### src/rtl/tmr16_pkg.sv
package tmr16_pkg;

  localparam int CNT_W = 16;

  typedef enum logic [1:0] {
    SEL_COUNT  = 2'd0,
    SEL_MODE   = 2'd1,
    SEL_TARGET = 2'd2,
    SEL_NONE   = 2'd3
  } reg_sel_e;

  // mode word bit positions
  localparam int MB_STOP     = 0;
  localparam int MB_ZERO_TGT = 3;
  localparam int MB_IRQ_TGT  = 4;
  localparam int MB_IRQ_OVF  = 5;
  localparam int MB_IRQ_REP  = 6;
  localparam int MB_SLOW     = 8;
  localparam int MB_LINE     = 9;
  localparam int CFG_W       = 10;

  // value the count takes on the next tick
  function automatic logic [CNT_W-1:0] next_on_tick(
    input logic [CNT_W-1:0] cur,
    input logic [CNT_W-1:0] tgt,
    input logic             zero_at_tgt
  );
    logic [CNT_W-1:0] inc;
    inc = cur + 1'b1;
    if (zero_at_tgt && (inc == tgt)) return '0;
    return inc;
  endfunction

  // true when the next tick lands on the target
  function automatic logic lands_on(
    input logic [CNT_W-1:0] cur,
    input logic [CNT_W-1:0] tgt
  );
    logic [CNT_W-1:0] inc;
    inc = cur + 1'b1;
    return inc == tgt;
  endfunction

  // true when the next tick wraps
  function automatic logic wraps(input logic [CNT_W-1:0] cur);
    return &cur;
  endfunction

endpackage

### src/rtl/tmr16_tick.sv
module tmr16_tick
  import tmr16_pkg::*;
#(
  parameter int PRESCALE = 8
) (
  input  logic clk,
  input  logic rst_n,
  input  logic restart,
  input  logic stop,
  input  logic slow_sel,
  input  logic line_sel,
  input  logic ext_line,
  output logic tick
);

  logic pre_tick;
  logic line_q;
  logic line_rise;

  generate
    if (PRESCALE > 1) begin : g_div
      localparam int DW = $clog2(PRESCALE);
      localparam logic [DW-1:0] LAST = DW'(PRESCALE - 1);
      logic [DW-1:0] div_q;
      always_ff @(posedge clk) begin
        if (!rst_n || restart) div_q <= '0;
        else if (div_q == LAST) div_q <= '0;
        else div_q <= div_q + 1'b1;
      end
      assign pre_tick = (div_q == LAST);
    end else begin : g_nodiv
      assign pre_tick = 1'b1;
    end
  endgenerate

  always_ff @(posedge clk) begin
    if (!rst_n) line_q <= 1'b0;
    else line_q <= ext_line;
  end
  assign line_rise = ext_line & ~line_q;

  always_comb begin
    if (stop) tick = 1'b0;
    else if (!slow_sel) tick = 1'b1;
    else if (line_sel) tick = line_rise;
    else tick = pre_tick;
  end

endmodule

### src/rtl/tmr16_core.sv
module tmr16_core
  import tmr16_pkg::*;
(
  input  logic             clk,
  input  logic             rst_n,
  input  logic             tick,
  input  logic             ld_zero,
  input  logic             ld_val,
  input  logic [CNT_W-1:0] ld_data,
  input  logic [CNT_W-1:0] target,
  input  logic             zero_at_tgt,
  output logic [CNT_W-1:0] count,
  output logic             tgt_evt,
  output logic             ovf_evt
);

  logic step;

  assign step    = tick && !ld_zero && !ld_val;
  assign tgt_evt = step && lands_on(count, target);
  assign ovf_evt = step && wraps(count);

  always_ff @(posedge clk) begin
    if (!rst_n) count <= '0;
    else if (ld_zero) count <= '0;
    else if (ld_val) count <= ld_data;
    else if (step) count <= next_on_tick(count, target, zero_at_tgt);
  end

endmodule

### src/rtl/tmr16_irq.sv
module tmr16_irq (
  input  logic clk,
  input  logic rst_n,
  input  logic rearm,
  input  logic tgt_evt,
  input  logic ovf_evt,
  input  logic en_tgt,
  input  logic en_ovf,
  input  logic rep,
  output logic irq_pulse
);

  logic fired_q;
  logic want;
  logic fire;

  assign want = (tgt_evt && en_tgt) || (ovf_evt && en_ovf);
  assign fire = !rearm && want && (rep || !fired_q);

  always_ff @(posedge clk) begin
    if (!rst_n) begin
      fired_q   <= 1'b0;
      irq_pulse <= 1'b0;
    end else begin
      irq_pulse <= fire;
      if (rearm) fired_q <= 1'b0;
      else if (fire) fired_q <= 1'b1;
    end
  end

endmodule

### src/rtl/tmr16_chan.sv
module tmr16_chan
  import tmr16_pkg::*;
#(
  parameter int PRESCALE = 8
) (
  input  logic        clk,
  input  logic        rst_n,
  input  logic [1:0]  bus_addr,
  input  logic        bus_wr,
  input  logic        bus_rd,
  input  logic [15:0] bus_wdata,
  output logic [15:0] bus_rdata,
  input  logic        ext_line,
  output logic        irq_pulse
);

  logic [CFG_W-1:0] mode_cfg;
  logic             any_evt;
  logic             hit_tgt;
  logic             hit_ovf;
  logic [CNT_W-1:0] target;
  logic [CNT_W-1:0] count;
  logic             tick;
  logic             tgt_evt;
  logic             ovf_evt;
  logic             mode_wr;
  logic             cnt_wr;
  logic             tgt_wr;
  logic             mode_rd;
  logic [15:0]      mode_word;

  assign mode_wr = bus_wr && (bus_addr == SEL_MODE);
  assign cnt_wr  = bus_wr && (bus_addr == SEL_COUNT);
  assign tgt_wr  = bus_wr && (bus_addr == SEL_TARGET);
  assign mode_rd = bus_rd && (bus_addr == SEL_MODE) && !mode_wr;

  always_ff @(posedge clk) begin
    if (!rst_n) mode_cfg <= '0;
    else if (mode_wr) mode_cfg <= bus_wdata[CFG_W-1:0];
  end

  always_ff @(posedge clk) begin
    if (!rst_n) target <= '0;
    else if (tgt_wr) target <= bus_wdata;
  end

  always_ff @(posedge clk) begin
    if (!rst_n || mode_wr) begin
      any_evt <= 1'b0;
      hit_tgt <= 1'b0;
      hit_ovf <= 1'b0;
    end else begin
      any_evt <= any_evt | tgt_evt | ovf_evt;
      hit_tgt <= (hit_tgt & ~mode_rd) | tgt_evt;
      hit_ovf <= (hit_ovf & ~mode_rd) | ovf_evt;
    end
  end

  assign mode_word = {3'b000, hit_ovf, hit_tgt, any_evt, mode_cfg};

  always_comb begin
    unique case (reg_sel_e'(bus_addr))
      SEL_COUNT:  bus_rdata = count;
      SEL_MODE:   bus_rdata = mode_word;
      SEL_TARGET: bus_rdata = target;
      default:    bus_rdata = '0;
    endcase
  end

  tmr16_tick #(.PRESCALE(PRESCALE)) u_tick (
    .clk      (clk),
    .rst_n    (rst_n),
    .restart  (mode_wr),
    .stop     (mode_cfg[MB_STOP]),
    .slow_sel (mode_cfg[MB_SLOW]),
    .line_sel (mode_cfg[MB_LINE]),
    .ext_line (ext_line),
    .tick     (tick)
  );

  tmr16_core u_core (
    .clk         (clk),
    .rst_n       (rst_n),
    .tick        (tick),
    .ld_zero     (mode_wr),
    .ld_val      (cnt_wr),
    .ld_data     (bus_wdata),
    .target      (target),
    .zero_at_tgt (mode_cfg[MB_ZERO_TGT]),
    .count       (count),
    .tgt_evt     (tgt_evt),
    .ovf_evt     (ovf_evt)
  );

  tmr16_irq u_irq (
    .clk       (clk),
    .rst_n     (rst_n),
    .rearm     (mode_wr),
    .tgt_evt   (tgt_evt),
    .ovf_evt   (ovf_evt),
    .en_tgt    (mode_cfg[MB_IRQ_TGT]),
    .en_ovf    (mode_cfg[MB_IRQ_OVF]),
    .rep       (mode_cfg[MB_IRQ_REP]),
    .irq_pulse (irq_pulse)
  );

endmodule

### config.mk
export PLATFORM = sky130hd
export DESIGN_NAME = tmr16_chan
export DESIGN_NICKNAME = d
export VERILOG_FILES = /design/src/rtl/tmr16_pkg.sv /design/src/rtl/tmr16_tick.sv /design/src/rtl/tmr16_core.sv /design/src/rtl/tmr16_irq.sv /design/src/rtl/tmr16_chan.sv
export SDC_FILE = /design/constraint.sdc
export NUM_CORES = 1
export LEC_CHECK = 0
export ABC_AREA = 0
export BUFFER_PORTS_ARGS = -buffer_cell sky130_fd_sc_hd__buf_2
export CORE_ASPECT_RATIO = 1.4
export CORE_MARGIN = 2
export CORE_UTILIZATION = 45
export DETAILED_ROUTE_END_ITERATION = 10
export PLACE_DENSITY_LB_ADDON = 0.1
export SLEW_MARGIN = 20
export SYNTH_ARGS = -nofsm -noshare
export SYNTH_HDL_FRONTEND = slang
export SYNTH_SLANG_ARGS = --single-unit
### constraint.sdc
create_clock -name clk -period 3 [get_ports clk]
set_clock_uncertainty 0.1 [all_clocks]
set_input_delay 0.6 -clock clk [delete_from_list [all_inputs] [get_ports clk]]
set_output_delay 0.6 -clock clk [all_outputs]
set_load 0.05 [all_outputs]
==> summary.txt <==
Status
  • Status: finished, final reports clean

Clock tree
  • Number of CTS-inserted buffers: 5
  • Post-CTS Hold Buffers: 0
  • Longest Clk Path Bufs: 2
  • Post-CTS Setup Repair Bufs: 0
  • Post-CTS sizing: 0
  • H-Tree Depth: 2
  • TritonCTS clock tree: yes
  • Worst-skew pair later-pin latency: 310 ps
  • Clock Sinks: 51
  • CTS root buffer: clkbuf_8
  • Clock transition at path regs: 100 ps

Worst setup path
  • Crit. End Element: flip-flop
  • Setup crit start kind: flip-flop
  • CP top delay family: compound AO/OA/AOI/OAI gates
  • CP max-delay cell: a2111oi_4
  • WS Path Type: flip-flop to flip-flop
  • Crit path max fanout: 18
  • CP Capture Point: u_core.count[13]$_SDFFE_PP0P_
  • Worst Reg-to-Reg Cells: 9
  • Largest incremental delay on the critical path: 450 ps
  • R2R Path Start: u_core.count[1]$_SDFFE_PP0P_
  • CP Cell Sequence: ha_1 > nand3_2 > buf_4 > nor4_1 > o31ai_1 > a2111oi_4 > nand3_4 > a311oi_1 > a211oi_1
  • R2r endpoint: u_core.count[13]$_SDFFE_PP0P_
  • Worst Setup SP: u_core.count[1]$_SDFFE_PP0P_
  • WP data required: 3090 ps
  • Flop2flop setup slack: 200 ps
  • CP Depth: 9
  • Crit path buf inv count: 1
  • WP data arrival: 2890 ps

Floorplan
  • Initial Util: 46.6%
  • Row count: 36
  • Die Ht: 105 µm
  • Die Span X: 75.9 µm
  • Die area: 0.00793 mm²
  • CORE AREA: 0.00698 mm²
  • Ports: 40

Synth
  • Syn Nets: 427
  • Synthesis-stage register bit count: 51
  • Adder-cell share of the synthesized area: 1.15%
  • Xor/xnor share of the synthesized area: 6.08%
  • Mapped cell area: 0.00325 mm²
  • Compound-Gate Fraction of Synth Area: 20.6%
  • Largest family of logic cells by synthesized area: simple AND/OR/NAND/NOR gates
  • Yosys warning count: 0
  • Seq/Total Area, Yosys: 31.4%
  • Library cells used by synthesis: 56
  • Synth Area in Simple Gates: 27.5%
  • Syn avg cell area: 8.11 µm²
  • Post-synthesis mux area share: 8.35%
  • Synthesized instance count: 401

Layout
  • Post-route cell area: 0.00370 mm²
  • Final Util: 53.0%
  • Fillers: 717
  • Area grow syn2layout: 13.7%
  • FF+latch area: 0.00102 mm²
  • N_diodes: 0
  • Area of the multi-input gates: 0.00208 mm²
  • Final nets: 465
  • Share of cells above drive strength 1: 18.0%

Route
  • Residual DRC: 0
  • Vias/cell: 5.72
  • Met2 WL post-DR: 4760 µm
  • WL per Instance: 17.3 µm
  • Metal1 wirelength: 3980 µm
  • Met3 routed WL: 313 µm
  • DR vias: 3055
  • Routed WL: 9250 µm
  • Top layer in use: met4
  • DR iter-0 viols: 182
  • Initial DRT Pass Iterations: 4
  • Post-route ant nets: 0

Global route
  • Overall routing resource usage: 24.4%
  • Pin count of the biggest net entering global routing: 28
  • GRT overflow: 0
  • Vias in the first global route: 2984
  • Initial antenna violation count: 0
  • First-pass GRT wire length: 14900 µm

Placement
  • Post-DP HPWL: 6690 µm
  • GPL Wtd Cong: 0.913
  • Placement Cell Area: 0.00359 mm²
  • Pre-CTS WS: 215 ps
  • # port buffers: 39

Pwr
  • Clock share of power: 32.0%
  • Sw frac: 28.7%
  • Leak Pwr: 1.46 nW
  • Net load switching power: 0.426 mW
  • Share of power burned in registers: 49.4%
  • PD cells: 401 mW/mm²
  • Pint: 1.06 mW
  • Peak supply drop: 220 µV
  • Logic pwr share: 18.6%

Timing
  • Slew Limit Fails: 0
  • Rel. slew slack: 49.9%
  • RSZ-0062 raised after global routing: yes
  • Min Tclk post-route: 2800 ps
  • Hold Slack: 344 ps
  • Final hold viol count: 0
  • Share of the clock period used by the worst path: 93.3%
  • Worst slew pin tran: 749 ps
  • Fmax: 357 MHz
  • Setup ws final: 201 ps
  • Final setup viols: 0
  • Setup tns final: 0 ps

Flow run
  • Maxcap violations: 0

Hold path
  • Hold Crit Class: flip-flop to flip-flop
## synthesized netlist by cell type (all sizes together)
cell / n / area (µm²)
or4: 3 / 26.3
ha: 3 / 37.5
and3: 7 / 43.8
o311ai: 2 / 17.5
a21oi: 22 / 110
mux2i: 26 / 260
a21boi: 17 / 128
or3: 2 / 12.5
a311oi: 4 / 35.0
a32oi: 1 / 8.76
a211oi: 2 / 15.0
a311o: 1 / 10.0
nor4: 2 / 12.5
o211ai: 6 / 45.0
nand4: 8 / 65.1
inv: 5 / 18.8
nor4b: 1 / 8.76
dfxtp: 51 / 1020
o21ai: 21 / 105
nor2: 20 / 75.1
o21a: 1 / 7.51
nor3b: 6 / 45.0
a2111o: 2 / 22.5
nand4bb: 1 / 11.3
xnor2: 11 / 104
a31oi: 2 / 12.5
nand3b: 2 / 15.0
a2111oi: 1 / 27.5
nand3: 11 / 77.6
nor2b: 15 / 93.8
and2: 6 / 37.5
nand2b: 3 / 18.8
nand4b: 2 / 17.5
clkbuf: 19 / 71.3
and4: 1 / 8.76
o22ai: 1 / 6.26
nand2: 61 / 229
o31ai: 1 / 7.51
nor3: 15 / 96.4
xor3: 1 / 23.8
buf: 11 / 70.1
a22oi: 15 / 113
mux2: 1 / 11.3
xor2: 8 / 70.1
## power groups by stage
stage                     sequential (mW)  combinational [mW]  clock (mW)
after global placement              0.746               0.270           0
after detailed placement            0.747               0.273           0
after floorplan                     0.736               0.193           0
final                               0.732               0.276       0.475
after global routing                0.735               0.301       0.507
after CTS                           0.731               0.275       0.485
## cell type report
type | count | area share, %
flip-flops and latches | 51 | 27.6
multi-input cells | 315 | 56.2
repair buffers | 61 | 9.74
well taps | 95 | 3.21
inverters | 5 | 0.507
clock inverters | 1 | 0.812
clock buffers | 6 | 1.96
## metal layers
layer	vias up	track usage, %
met4	0	7.39
met5	-	0
met1	1459	30.4
met3	13	3.38
met2	63	42.1
li1	1520	-
## cells in the final DEF, fill, tap and decap left out, types with 8 or more instances in the layout
| master | count |
|---|---|
| nand3_1 | 8 |
| nor2b_1 | 15 |
| nor3_1 | 11 |
| nand2_1 | 61 |
| a21boi_0 | 17 |
| a21oi_1 | 22 |
| buf_2 | 39 |
| dfxtp_1 | 51 |
| xnor2_1 | 10 |
| o21ai_1 | 8 |
| nor2_1 | 20 |
| xor2_1 | 8 |
| buf_4 | 22 |
| o21ai_0 | 13 |
| mux2i_1 | 26 |
| a22oi_1 | 15 |
## state kept, by name, indices dropped and copies added (netlist names)
name / cells
any_evt: 1
hit_ovf: 1
hit_tgt: 1
mode_cfg: 10
target: 16
u_core.count: 16
u_irq.fired_q: 1
u_irq.irq_pulse: 1
u_tick.g_div.div_q: 3
u_tick.line_q: 1
## through the flow
| stage | power (mW) | cells |
|---|---|---|
| finish | 1.48 | 534 |
| global route | 1.54 | 534 |
| CTS | 1.49 | 534 |
| detailed placement | 1.02 | 527 |
| global placement | 1.02 | 527 |
| floorplan | 0.930 | 401 |
## logic make-up (layout without fill, tap and decap cells)
logic type / after synthesis / count (layout)
muxes: 27 / 27
buffers and inverters: 35 / 73
xor gates and xnor gates: 20 / 20
AOI/OAI and AO/OA: 99 / 99
and+or+nand+nor: 166 / 166
DFF: 51 / 51
adders and majority gates: 3 / 3
## worst min-delay path by stage
stage	start	to	cells past startpoint
after floorplan	u_tick.g_div.div_q[0]$_SDFF_PP0_	u_tick.g_div.div_q[0]$_SDFF_PP0_	1
after global placement	u_tick.g_div.div_q[0]$_SDFF_PP0_	u_tick.g_div.div_q[0]$_SDFF_PP0_	1
after detailed placement	u_tick.g_div.div_q[0]$_SDFF_PP0_	u_tick.g_div.div_q[0]$_SDFF_PP0_	1
after CTS	u_tick.g_div.div_q[0]$_SDFF_PP0_	u_tick.g_div.div_q[0]$_SDFF_PP0_	1
after global routing	u_tick.g_div.div_q[0]$_SDFF_PP0_	u_tick.g_div.div_q[0]$_SDFF_PP0_	1
final	u_tick.g_div.div_q[0]$_SDFF_PP0_	u_tick.g_div.div_q[0]$_SDFF_PP0_	1
Note: power is estimated with default switching activity, not from simulation.
